File: config.mk
export PLATFORM = sky130hd
export DESIGN_NAME = branch_squash_unit
export DESIGN_NICKNAME = d
export VERILOG_FILES = /design/src/rtl/bsq_pkg.sv /design/src/rtl/bsq_stage_reg.sv /design/src/rtl/bsq_exec_eval.sv /design/src/rtl/bsq_fetch_pc.sv /design/src/rtl/bsq_redirect_ctl.sv /design/src/rtl/branch_squash_unit.sv
export SDC_FILE = /design/constraint.sdc
export NUM_CORES = 1
export LEC_CHECK = 0
export ABC_AREA = 1
export BUFFER_PORTS_ARGS = -buffer_cell sky130_fd_sc_hd__buf_2
export CORE_MARGIN = 5
export CORE_UTILIZATION = 60
export CTS_CLUSTER_SIZE = 25
export DETAILED_ROUTE_END_ITERATION = 8
export GPL_ROUTABILITY_DRIVEN = 0
export HOLD_SLACK_MARGIN = 0.05
export PLACE_DENSITY = 0.88
export SYNTH_ARGS = -nofsm -noshare
export SYNTH_HDL_FRONTEND = slang
export SYNTH_SLANG_ARGS = --single-unit
File: constraint.sdc
create_clock -name clk -period 5.5 [get_ports clk]
set_input_delay 0.275 -clock clk [delete_from_list [all_inputs] [get_ports clk]]
set_output_delay 0.275 -clock clk [all_outputs]
set_load 0.1 [all_outputs]
File: src/rtl/bsq_pkg.sv
package bsq_pkg;

    // Width of the branch offset field carried by each fetched word.
    localparam int IMM_W      = 16;
    // Byte distance between two consecutive instruction words.
    localparam int WORD_BYTES = 4;
    // Number of younger pipeline registers cleared on a taken branch.
    localparam int SHADOW_N   = 3;

    // Redirect controller states.
    typedef enum logic [0:0] {
        RS_FLOW   = 1'b0,   // streaming, no redirect in progress
        RS_REFILL = 1'b1    // target is being fetched this cycle
    } redirect_state_e;

endpackage

File: src/rtl/bsq_stage_reg.sv
module bsq_stage_reg #(
    parameter int W = 8
) (
    input  logic         clk,
    input  logic         rst_n,
    input  logic         kill,
    input  logic [W-1:0] d,
    output logic [W-1:0] q
);

    // A killed stage loads the all-zero NOP bundle.
    always_ff @(posedge clk or negedge rst_n) begin
        if (!rst_n) begin
            q <= '0;
        end else if (kill) begin
            q <= '0;
        end else begin
            q <= d;
        end
    end

endmodule

File: src/rtl/bsq_exec_eval.sv
module bsq_exec_eval #(
    parameter int AW = 32,
    parameter int DW = 32
) (
    input  logic [AW-1:0]              pc,
    input  logic [bsq_pkg::IMM_W-1:0]  imm,
    input  logic [DW-1:0]              opa,
    input  logic [DW-1:0]              opb,
    output logic                       zero,
    output logic [AW-1:0]              target
);

    localparam int SHIFT  = $clog2(bsq_pkg::WORD_BYTES);
    localparam int EXT_W  = AW - bsq_pkg::IMM_W - SHIFT;

    logic [DW-1:0] diff;
    logic [AW-1:0] offset_bytes;
    logic [AW-1:0] seq_pc;

    // Zero check: operand difference is zero when the branch is taken.
    assign diff = opa - opb;
    assign zero = (diff == '0);

    // Target adder: (pc + word) + sign-extended offset in words.
    assign offset_bytes = {{EXT_W{imm[bsq_pkg::IMM_W-1]}}, imm, {SHIFT{1'b0}}};
    assign seq_pc       = pc + AW'(bsq_pkg::WORD_BYTES);
    assign target       = seq_pc + offset_bytes;

endmodule

File: src/rtl/bsq_fetch_pc.sv
module bsq_fetch_pc #(
    parameter int          AW       = 32,
    parameter logic [31:0] RESET_PC = 32'h0
) (
    input  logic          clk,
    input  logic          rst_n,
    input  logic          pc_sel,
    input  logic [AW-1:0] redirect_pc,
    output logic [AW-1:0] fetch_pc,
    output logic [AW-1:0] next_pc
);

    logic [AW-1:0] pc_q;

    // PC-source mux: sequential word or resolved branch target.
    always_comb begin
        if (pc_sel) begin
            next_pc = redirect_pc;
        end else begin
            next_pc = pc_q + AW'(bsq_pkg::WORD_BYTES);
        end
    end

    always_ff @(posedge clk or negedge rst_n) begin
        if (!rst_n) begin
            pc_q <= AW'(RESET_PC);
        end else begin
            pc_q <= next_pc;
        end
    end

    assign fetch_pc = pc_q;

endmodule

File: src/rtl/bsq_redirect_ctl.sv
module bsq_redirect_ctl #(
    parameter int AW = 32
) (
    input  logic          clk,
    input  logic          rst_n,
    input  logic          mem_valid,
    input  logic          mem_branch,
    input  logic          mem_zero,
    input  logic [AW-1:0] mem_target,
    output logic          pc_sel,
    output logic [AW-1:0] redirect_pc,
    output logic [bsq_pkg::SHADOW_N-1:0] kill_vec
);

    import bsq_pkg::*;

    redirect_state_e state_q;
    redirect_state_e state_d;
    logic            resolve_taken;

    // A squashed branch is a NOP bundle: valid and branch flags are zero.
    assign resolve_taken = mem_valid & mem_branch & mem_zero;

    // State register.
    always_ff @(posedge clk or negedge rst_n) begin
        if (!rst_n) begin
            state_q <= RS_FLOW;
        end else begin
            state_q <= state_d;
        end
    end

    // Next state and outputs.
    always_comb begin
        state_d     = state_q;
        pc_sel      = 1'b0;
        kill_vec    = '0;
        redirect_pc = mem_target;
        unique case (state_q)
            RS_FLOW: begin
                if (resolve_taken) begin
                    // transition: redirect
                    pc_sel   = 1'b1;
                    kill_vec = '1;
                    state_d  = RS_REFILL;
                end
            end
            RS_REFILL: begin
                // transition: refill_done (target fetch is protected)
                state_d = RS_FLOW;
            end
            default: begin
                state_d = RS_FLOW;
            end
        endcase
    end

endmodule

File: src/rtl/branch_squash_unit.sv
module branch_squash_unit #(
    parameter int          AW       = 32,
    parameter int          DW       = 32,
    parameter logic [31:0] RESET_PC = 32'h0
) (
    input  logic                      clk,
    input  logic                      rst_n,
    output logic [AW-1:0]             fetch_pc,
    input  logic                      if_is_branch,
    input  logic                      if_reg_we,
    input  logic                      if_mem_we,
    input  logic [bsq_pkg::IMM_W-1:0] if_imm,
    input  logic [DW-1:0]             if_opa,
    input  logic [DW-1:0]             if_opb,
    output logic                      pc_sel,
    output logic [AW-1:0]             next_pc,
    output logic                      kill_fd,
    output logic                      kill_dx,
    output logic                      kill_xm,
    output logic                      mem_we,
    output logic [AW-1:0]             mem_pc,
    output logic                      wb_reg_we,
    output logic [AW-1:0]             wb_pc
);

    import bsq_pkg::*;

    // Pipeline register indices.
    localparam int FD    = 0;
    localparam int DX    = 1;
    localparam int XM    = 2;
    localparam int MW    = 3;
    localparam int NSTG  = 4;

    typedef struct packed {
        logic             valid;
        logic             is_branch;
        logic             reg_we;
        logic             mem_we;
        logic [IMM_W-1:0] imm;
        logic [DW-1:0]    opa;
        logic [DW-1:0]    opb;
        logic             zero;
        logic [AW-1:0]    target;
        logic [AW-1:0]    pc;
    } stage_t;

    localparam int SW = $bits(stage_t);

    stage_t              stg_d [NSTG];
    stage_t              stg_q [NSTG];
    logic [NSTG-1:0]     kill_v;
    logic [SHADOW_N-1:0] kill_shadow;
    logic                ex_zero;
    logic [AW-1:0]       ex_target;
    logic [AW-1:0]       redirect_pc;

    // Fetch bundle: fetch always produces a valid word.
    always_comb begin
        stg_d[FD]           = '0;
        stg_d[FD].valid     = 1'b1;
        stg_d[FD].is_branch = if_is_branch;
        stg_d[FD].reg_we    = if_reg_we;
        stg_d[FD].mem_we    = if_mem_we;
        stg_d[FD].imm       = if_imm;
        stg_d[FD].opa       = if_opa;
        stg_d[FD].opb       = if_opb;
        stg_d[FD].pc        = fetch_pc;
    end

    // Execute stage: zero check and target adder.
    bsq_exec_eval #(.AW(AW), .DW(DW)) u_exec (
        .pc     (stg_q[DX].pc),
        .imm    (stg_q[DX].imm),
        .opa    (stg_q[DX].opa),
        .opb    (stg_q[DX].opb),
        .zero   (ex_zero),
        .target (ex_target)
    );

    always_comb begin
        stg_d[DX]        = stg_q[FD];
        stg_d[XM]        = stg_q[DX];
        stg_d[XM].zero   = ex_zero;
        stg_d[XM].target = ex_target;
        stg_d[MW]        = stg_q[XM];
    end

    // Branch resolution in the memory stage.
    bsq_redirect_ctl #(.AW(AW)) u_ctl (
        .clk         (clk),
        .rst_n       (rst_n),
        .mem_valid   (stg_q[XM].valid),
        .mem_branch  (stg_q[XM].is_branch),
        .mem_zero    (stg_q[XM].zero),
        .mem_target  (stg_q[XM].target),
        .pc_sel      (pc_sel),
        .redirect_pc (redirect_pc),
        .kill_vec    (kill_shadow)
    );

    // The memory/writeback register is never cleared by a redirect.
    assign kill_v = {1'b0, kill_shadow};

    generate
        for (genvar s = 0; s < NSTG; s++) begin : g_stage
            bsq_stage_reg #(.W(SW)) u_reg (
                .clk   (clk),
                .rst_n (rst_n),
                .kill  (kill_v[s]),
                .d     (stg_d[s]),
                .q     (stg_q[s])
            );
        end
    endgenerate

    bsq_fetch_pc #(.AW(AW), .RESET_PC(RESET_PC)) u_pc (
        .clk         (clk),
        .rst_n       (rst_n),
        .pc_sel      (pc_sel),
        .redirect_pc (redirect_pc),
        .fetch_pc    (fetch_pc),
        .next_pc     (next_pc)
    );

    assign kill_fd   = kill_v[FD];
    assign kill_dx   = kill_v[DX];
    assign kill_xm   = kill_v[XM];
    assign mem_we    = stg_q[XM].valid & stg_q[XM].mem_we;
    assign mem_pc    = stg_q[XM].pc;
    assign wb_reg_we = stg_q[MW].valid & stg_q[MW].reg_we;
    assign wb_pc     = stg_q[MW].pc;

endmodule

* Word level (Yosys, flattened, before mapping)
Index checks and enable logic that the tools add are counted.
** Cells by class
- Bitwise operators :: 5
- Mux-type cells :: 9
- Reduce and logical (&&, ||, !) cells :: 1
- Add/subtract/negate cells :: 4
** Operators with widths (number)
- 2-to-1 mux 149 bit :: 3
- adder 32 x 3 -> 32 bit (second input constant) :: 2
- adder 32 bit :: 1
- logical NOT 32 bit :: 1
- 2-to-1 mux 32 bit :: 1
- subtractor 32 bit :: 1
- 2-to-1 mux 3 bit :: 2
- bitwise AND 1 bit :: 4
- 2-to-1 mux 1 bit :: 2
- case mux 1 bit (2 select lines) :: 1
- NOT 1 bit :: 1
** Word-level totals
- Logic and storage cells :: 25
- Bits in registers :: 629

* Logic depth before layout (Yosys ltp)
Gate-level depths: netlist of run 1.
- Depth after elaboration :: 5
- Depth in mapped cells :: 19
- Depth with buffers taken out :: 19

* Hierarchy
Synthesis of run 1 repeated with hierarchy kept, for this count alone.
** Unflattened totals
- Cell total of the unflattened synthesis :: 3056
- Area, all modules :: 27061.0 um^2
** Modules (own cells, without submodules)
- bsq_stage_reg :: cells an instance 464, seq. area each 3728.6 um^2, instances 4, area each 5044.8 um^2
- bsq_exec_eval :: cells an instance 846, seq. area each 0.0 um^2, instances 1, area each 4541.9 um^2
- bsq_fetch_pc :: cells an instance 308, seq. area each 800.8 um^2, instances 1, area each 2011.9 um^2
- bsq_redirect_ctl :: cells an instance 40, seq. area each 25.0 um^2, instances 1, area each 305.3 um^2
- branch_squash_unit :: cells an instance 6, seq. area each 0.0 um^2, instances 1, area each 22.5 um^2

* Least setup slack after synthesis of run 1
OpenSTA, ideal clock, no wires.
- Path kind :: flip-flop to flip-flop
- Start point :: register u_pc.pc_q[5] (netlist: u_pc.fetch_pc[5])
- End point :: register u_pc.pc_q[19] (netlist: u_pc.fetch_pc[19])
- Data arrival time :: 4.942 ns
- Clock period less this slack :: 5.429 ns
- Setup slack :: 0.071 ns
- Data required time :: 5.013 ns
- Library setup time :: 0.487 ns
- Stages on the path, launching flop included :: 8
- Path through :: dfrtp_1 nand2_1 nor2_4 nand3_4 nor2_1 nand2_1 nor2_2 o311ai_0
** Between the ends
- Cells in the longest elaborated chain, start to end :: 2
** Ends and longest elaborated chain
- start, declared :: line bsq_fetch_pc.sv:13 : logic [AW-1:0] pc_q;
- start signal, assigned :: line bsq_fetch_pc.sv:26 : pc_q <= AW'(RESET_PC);
- start signal, assigned :: line bsq_fetch_pc.sv:28 : pc_q <= next_pc;
- adder 32 x 3 -> 32 bit :: line bsq_fetch_pc.sv:20 : next_pc = pc_q + AW'(bsq_pkg::WORD_BYTES);
- 2-to-1 mux 32 bit :: line bsq_fetch_pc.sv:17 : if (pc_sel) begin
- net next_pc[19] :: line branch_squash_unit.sv:16 : output logic [AW-1:0] next_pc,
The timed path passes the listed nets, and every way through them passes these cells.

* Worst setup path after layout of run 1
- Start point :: register g_stage[2].u_reg.q[148]
- End point :: output port next_pc[24]
** Between the ends
- Cells in the longest elaborated chain, start to end :: 5
** Ends and longest elaborated chain
- start, declared :: line bsq_stage_reg.sv:8 : output logic [W-1:0] q
- start signal, assigned :: line bsq_stage_reg.sv:14 : q <= '0;
- start signal, assigned :: line bsq_stage_reg.sv:16 : q <= '0;
- start signal, assigned :: line bsq_stage_reg.sv:18 : q <= d;
- bitwise AND 1 bit (2 in series) :: line bsq_redirect_ctl.sv:22 : assign resolve_taken = mem_valid & mem_branch & mem_zero;
- 2-to-1 mux 1 bit :: line bsq_redirect_ctl.sv:41 : if (resolve_taken) begin
- 2-to-1 mux 1 bit :: line bsq_redirect_ctl.sv:39 : unique case (state_q)
- 2-to-1 mux 32 bit :: line bsq_fetch_pc.sv:17
- end, declared :: line branch_squash_unit.sv:16
Every way passes these cells.

==> results.py, run 1 <==
metrics = {
    "outcome": {
        "outcome": "completed",
    },
    "synthesis": {
        "synth.area.top_cells": "dfrtp_1 (53%), inv_1 (9.8%), nor2_1 (8.4%)",
        "syn-cell-area_um2": 17300,
        "yosysSeqAreaShare_pct": 53.0,
        "yosysUniqueCellTypes": 43,
        "syn_avg_cell_area_um2": 8.41,
        "synth_ff_type": "dfrtp_1",
        "synth_top_area_cell": "dfrtp_1",
        "synth_async_sr_flop_share_pct": 100,
        "ys_ff_latch": 366,
        "synth_most_common_cell": "inv_1",
        "syn_inst": 2054,
        "synth-edff-count": 0,
        "synth_common_cells": "inv_1 (453), nor2_1 (385), dfrtp_1 (366), nand2_1 (333), ha_1 (89)",
        "syn_nets": 2229,
        "synth_top_area_share_pct": 53.0,
        "yosysWarningCount": 0,
    },
    "sta": {
        "finalSetupViolations": 0,
        "slew_violations": 0,
        "slew_headroom_pct": 30.7,
        "min_period_ns": 3.47,
        "hold_viol": 0,
        "max_freq_mhz": 288,
        "min_period_over_period_pct": 63.0,
        "rsz0062_at_grt": "false",
        "worstMarginPinSlew_ns": 1.04,
        "fin_setup_tns_ns": 0,
        "fin_skew_ns": 0.0127,
    },
    "route": {
        "met3_length_um": 2390,
        "met1_length_um": 16100,
        "ant_nets": 0,
        "wl_met2_um": 22700,
        "vias": 14100,
        "drc": 0,
        "vias_per_cell": 5.19,
        "wl_per_cell_um": 16.1,
        "wirelength_um": 43500,
        "drt-initial-drc-count": 1322,
        "highest_layer": "met4",
        "drt-pass1-iter-count": 7,
    },
    "setup_path": {
        "crit_family": "buffers and inverters",
        "max_stage_delay_ns": 0.52,
        "crit_buf_inv": 4,
        "startpoint_type": "flop",
        "cp_cell_sequence": "inv_1, nor2_1, nand2_1, inv_8, buf_4, nor2_1, a22oi_1, o31ai_1, buf_2",
        "worst_ep_arrival_time_ns": 3.19,
        "setup.worst_path.class": "flop to output pin",
        "critical_path.endpoint_type": "output pin",
        "cp.required_ns": 5.22,
        "crit_slowest_cell": "inv_8",
        "path_max_fanout": 145,
        "crit_top_cell": "nor2_1",
    },
    "cts": {
        "htreeDepth": 2,
        "clkTransAtPathRegs_ns": 0.06,
        "insertion_delay_ns": 0.52,
        "numCtsBuffers": 38,
        "post_cts_buffers": 0,
        "cts.sinks": 366,
        "cts-root-buf": "clkbuf_16",
        "tritoncts": "built",
        "cts_max_path_buffers": 3,
    },
    "floorplan": {
        "die_height_um": 180,
        "core_area_um2": 28500,
        "ios": 219,
        "initial_utilization_pct": 60.5,
        "dieArea_um2": 32300,
        "die_x_um": 180,
        "core.rowCount": 62,
    },
    "pwr": {
        "p_leak_nw": 11.5,
        "switching_share_pct": 24.1,
        "p_clk_share_pct": 43.6,
        "p_comb_share_pct": 9.5,
        "powerDensity_nw_per_um2": 293,
        "seq_power_share_pct": 46.9,
        "ir_drop_mv": 0.241,
        "power_switching_w": 0.00144,
        "p_int_w": 0.00454,
    },
    "finish": {
        "syn2layout_area_growth_pct": 18.1,
        "drive_above_1_share_pct": 13.3,
        "nNetsFinal": 2471,
        "fin_util_pct": 71.5,
    },
    "place": {
        "dp_hpwl_um": 28100,
        "port_buffers": 218,
    },
    "grt": {
        "grt_overflow": 0,
        "grt_max_degree": 158,
        "grt_pass1_wl_um": 72300,
        "grt_use_total_pct": 27.0,
        "antenna_found_initial": 3,
        "grt_pass1_vias": 14900,
    },
    "min_path": {
        "hp-class": "flop to flop",
    },
    "flow_run": {
        "max_cap_viol_count": 0,
    },
}
[worst register-to-register path, stage by stage (launching register included)]
cell and delay, ns:
dfrtp_1 0.38, ha_1 0.30, ha_1 0.29, fa_1 0.41
nand2_1 0.10, nand2_1 0.06, o21ai_1 0.22, o21ai_2 0.15
a21oi_1 0.20, inv_1 0.12, a21oi_1 0.23, xor2_1 0.18
nor2_1 0.06
[final cells by class]
type                    instances  area [um^2]
inverters                     455         1720
diodes                          3         7.51
clock inverters                15          205
flip-flops and latches        366         9160
fillers                      1960         8140
repair buffers                308         2010
clock buffers                  50         1070
multi-input cells            1127         5760
well taps                     384          480
[metrics by stage]
step / cell area [um^2] / setup slack [ns] / std cells / hold slack, ns / power, W
5_1_grt: 20400 / 1.83 / 2708 / 0.361 / 0.00622
4_1_cts: 20400 / 2.10 / 2705 / 0.351 / 0.00599
2_1_floorplan: 17300 / 0.0711 / 2054 / -0.0206 / 0.00317
6_report: 20400 / 2.03 / 2708 / 0.349 / 0.00598
3_5_place_dp: 18300 / 2.70 / 2556 / 0.338 / 0.00335
3_3_place_gp: 18300 / 2.81 / 2556 / 0.332 / 0.00333
[layout by cell type (no fill, tap or decap), drive strengths merged]
cell         synthesis  layout
inv                455     458
nor2               394     394
dfrtp              366     366
nand2              337     337
buf                 73     224
ha                  89      89
dlygate4sd3          0      84
a21oi               78      78
nand3               70      70
o21ai               57      57
clkbuf              33      50
nor3                17      17
nand4               14      14
xor2                13      13
clkinv               0       8
a22oi                7       7
o31ai                7       7
xnor2                7       7
o21bai               5       5
a31oi                5       5
o311ai               5       5
nand3b               4       4
a21o                 4       4
bufinv               0       4
diode                0       3
o211ai               3       3
o21a                 3       3
a221o                2       2
nor4                 2       2
and2                 1       1
a211o                1       1
o2111ai              1       1
fa                   1       1
[power groups by stage]
stage,clock network (W),logic (W),registers [W]
final,0.00261,0.000567,0.00281
after detailed placement,0,0.000498,0.00285
after floorplan,0,0.000327,0.00284
after CTS,0.00263,0.000552,0.00280
after global routing,0.00276,0.000642,0.00281
after global placement,0,0.000479,0.00285
[path summary, 6_finish.rpt]
kind,from,end,slack [ns],cells after the start
worst max-delay path,g_stage[2].u_reg.q[148],next_pc[24],2.03,9
worst min-delay path,g_stage[2].u_reg.q[146],g_stage[3].u_reg.q[146],0.35,0
worst max register to register,g_stage[1].u_reg.q[3],g_stage[2].u_reg.q[51],2.66,12
worst min register to register,g_stage[2].u_reg.q[146],g_stage[3].u_reg.q[146],0.35,0
max in group asynchronous,rst_n,g_stage[1].u_reg.q[76],3.54,3
min in group asynchronous,rst_n,g_stage[0].u_reg.q[120],0.42,2
[state kept, by name, indices dropped and copies added, names as in the netlist]
name / flops
g_stage.u_reg.q: 333
u_ctl.state_q: 1
u_pc.fetch_pc: 32
[repair_timing]
item	CTS	global route
hold buffers	84	0
hold endpoints to repair	210	0
resized for setup	0	0
[routing by layer]
metal  vias to the layer above  global-route usage [%]
li1                       6596                       -
met1                      6690                    31.3
met2                       581                    48.5
met3                       187                    4.30
met4                         0                    13.6
met5                         -                       0
[cells by family (layout without fill, tap and decap cells)]
group / after synthesis / after routing / synth area share, %
DFF: 366 / 366 / 53.0
xor gates and xnor gates: 20 / 20 / 1.01
other: 0 / 3 / 0
AOI/OAI and AO/OA: 178 / 178 / 5.87
and+or+nand+nor: 839 / 839 / 19.9
buffers and inverters: 561 / 828 / 13.7
adders and majority gates: 90 / 90 / 6.56
(Power assumes the default switching activity.)
==> run 2: changes to the inputs <==
ABC_AREA = 0   (was 1)
CORE_UTILIZATION = 52   (was 60)
PLACE_DENSITY = 0.82   (was 0.88)
clock period = 2.9 ns   (was 5.5 ns; I/O delays follow)
==> run 2 against run 1 <==
  * Area after synthesis fell by 7.9%
  * Sequential power rose by 89%
  * Total power rose by 89%
  * Critical path depth rose by 3
  * Flip-flop and latch count did not move
  * First-iteration DRC count fell by 48%
  * The flow now finishes with violations (negative setup slack)
  * Synthesized cell count fell by 32%
  * Cell count fell by 20%
  * Worst hold slack got worse by 0.14 ns
  * Global-route usage fell by 5.2 points
==> results.py, run 2 <==
metrics = {
    "synthesis": {
        "synth.area.top_cells": "dfrtp_1 (58%), and2_1 (11%), ha_1 (7.0%)",
        "syn-cell-area_um2": 15900,
        "ys_ff_latch": 366,
        "syn_nets": 1575,
        "synth_top_area_share_pct": 57.6,
        "synth_async_sr_flop_share_pct": 100,
        "yosysWarningCount": 0,
        "synth-edff-count": 0,
        "yosysSeqAreaShare_pct": 57.6,
        "synth_common_cells": "dfrtp_1 (366), and2_1 (270), ha_1 (89), nand2_1 (72), buf_4 (68)",
        "synth_ff_type": "dfrtp_1",
        "syn_inst": 1400,
        "synth_most_common_cell": "dfrtp_1",
        "syn_avg_cell_area_um2": 11.4,
        "yosysUniqueCellTypes": 61,
        "synth_top_area_cell": "dfrtp_1",
    },
    "cts": {
        "cts-root-buf": "clkbuf_16",
        "insertion_delay_ns": 0.55,
        "cts.sinks": 366,
        "cts_max_path_buffers": 3,
        "tritoncts": "built",
        "clkTransAtPathRegs_ns": 0.06,
        "htreeDepth": 2,
        "numCtsBuffers": 39,
    },
    "finish": {
        "fin_cells": 2154,
        "nNetsFinal": 1902,
        "drive_above_1_share_pct": 28.5,
        "fin_util_pct": 68.0,
        "antennaDiodeCount": 0,
        "final_common_cell": "dfrtp_1",
        "largest_reg_flops": 333,
        "final_cell_mix": "dfrtp_1 (350), and2_1 (270), buf_2 (199), buf_4 (86), dlygate4sd3_1 (84)",
        "syn2layout_area_growth_pct": 30.1,
        "largest-register": "g_stage.u_reg.q",
    },
    "place": {
        "dp.cells": 1964,
        "port_buffers": 218,
        "pre_cts_slack_ns": -0.206,
        "dp_hpwl_um": 23500,
    },
    "route": {
        "drt-initial-drc-count": 694,
        "wirelength_um": 38700,
        "ant_nets": 0,
        "drc": 0,
        "vias_per_cell": 5.22,
        "drt-pass1-iter-count": 5,
        "wl_per_cell_um": 18.0,
        "vias": 11200,
    },
    "floorplan": {
        "dieArea_um2": 34200,
        "initial_utilization_pct": 52.3,
        "ios": 219,
        "core.rowCount": 64,
        "die_height_um": 185,
        "core_area_um2": 30400,
        "die_x_um": 185,
    },
    "grt": {
        "grt_pass1_vias": 11700,
        "grt_use_total_pct": 21.8,
        "grt_pass1_wl_um": 60300,
        "grt_max_degree": 270,
        "grt_overflow": 0,
        "antenna_found_initial": 0,
    },
    "sta": {
        "setup_slack_ns": -0.0848,
        "min_period_over_period_pct": 103,
        "min_period_ns": 2.98,
        "finalSetupViolations": 3,
        "slew_violations": 0,
        "slew_headroom_pct": 44.9,
        "rsz0062_at_grt": "true",
        "worstMarginPinSlew_ns": 0.826,
        "fin_skew_ns": 0.0282,
        "max_freq_mhz": 335,
        "hold_viol": 0,
    },
    "pwr": {
        "power_switching_w": 0.00275,
        "ir_drop_mv": 0.455,
        "switching_share_pct": 24.3,
        "seq_power_share_pct": 46.9,
        "p_comb_share_pct": 9.8,
        "p_int_w": 0.00857,
        "p_leak_nw": 10.0,
        "p_clk_share_pct": 43.2,
        "powerDensity_nw_per_um2": 547,
    },
    "min_path": {
        "hp-class": "input port to asynchronous set/reset pin",
    },
    "outcome": {
        "outcome": "complete, but fails checks",
        "violations": "negative setup slack",
    },
    "setup_path": {
        "crit_slowest_cell": "or4_4",
        "cp_cell_sequence": "inv_2, ha_4, a21oi_2, o21a_1, nor2_1, or4_4, a2111oi_4, nand4_1, a2111oi_2, nand4b_1, nor4_1, nor4b_2",
        "startpoint_type": "flop",
        "worst_ep_arrival_time_ns": 3.42,
        "max_stage_delay_ns": 0.56,
        "path_max_fanout": 5,
        "crit_family": "simple AND/OR/NAND/NOR gates",
        "r2r_start": "g_stage[1].u_reg.q[77]",
        "setup.worst_path.class": "flop to flop",
        "crit_buf_inv": 1,
        "critical_path.endpoint_type": "flop",
        "worst_r2r_path_depth": 12,
        "cp.depth": 12,
        "crit_path_start": "g_stage[1].u_reg.q[77]",
        "cp.required_ns": 3.34,
    },
    "flow_run": {
        "max_cap_viol_count": 0,
    },
}
run 2: power groups by stage:
stage / Sequential, W / Combinational (W) / Clock (W)
2_1_floorplan: 0.00538 / 0.000542 / 0
3_3_place_gp: 0.00540 / 0.000899 / 0
3_5_place_dp: 0.00540 / 0.000923 / 0
4_1_cts: 0.00531 / 0.00108 / 0.00497
5_1_grt: 0.00532 / 0.00123 / 0.00521
6_report: 0.00531 / 0.00111 / 0.00490
run 2: logic make-up after synthesis:
kind of cell	count (synthesis)	synth area share, %
XOR/XNOR	69	3.80
flip-flops	366	57.6
multiplexers	6	0.385
AO/OA/AOI/OAI	194	7.78
AND/OR/NAND/NOR	509	17.8
adder cells (fa/ha/maj)	90	7.12
buffers and inverters	166	5.54
run 2: layout make-up:
class                   instances  area, um^2
inverters                      56         213
well taps                     396         495
clock inverters                18         175
multi-input cells             868        6550
fillers                      2081        9720
flip-flops and latches        366        9180
repair buffers                396        3000
clock buffers                  54        1090
run 2: path summary, 6_finish.rpt:
kind | endpoint | slack (ns)
setup / recovery | g_stage[2].u_reg.q[64] | -0.08
hold / removal | u_pc.fetch_pc[12] | 0.20
setup reg to reg | g_stage[2].u_reg.q[64] | -0.08
hold reg to reg | g_stage[3].u_reg.q[146] | 0.35
max in group asynchronous | g_stage[0].u_reg.q[80] | 1.88
min in group clk | g_stage[0].u_reg.q[138] | 0.33
run 2: worst reg2reg max path: stages (launching register included):
cell	delay [ns]
dfrtp_1	0.38
inv_2	0.07
ha_4	0.22
a21oi_2	0.15
o21a_1	0.17
nor2_1	0.05
or4_4	0.56
a2111oi_4	0.28
nand4_1	0.16
a2111oi_2	0.29
nand4b_1	0.14
nor4_1	0.22
nor4b_2	0.21
run 2: timing repair:
item / 4_1_cts / 5_1_grt
setup buffers: 13 / 20
hold buffers: 84 / 0
setup endpoints to repair: 18 / 22
gates cloned: 0 / 1
endpoints found under the hold margin: 162 / 0
resized for setup: 53 / 33
pin swaps: 29 / 38
run 2: metrics by stage:
step,power [W],area [um^2],setup TNS (ns),hold slack [ns]
global route,0.0118,20700,-0.830,0.261
CTS,0.0114,20400,-0.139,0.221
detailed placement,0.00632,17900,-1.10,0.218
finish,0.0113,20700,-0.115,0.205
global placement,0.00630,17900,-0.474,0.218
floorplan,0.00592,16200,-0.0881,-0.151
run 2: routing by layer:
metal  up-vias  routed length, um  GRT usage, %
met3        77               2130          3.87
met2       376              19300          36.6
met4         0                992          5.99
li1       5242                  -             -
met1      5548              16200          29.4
met5         -                  0             0
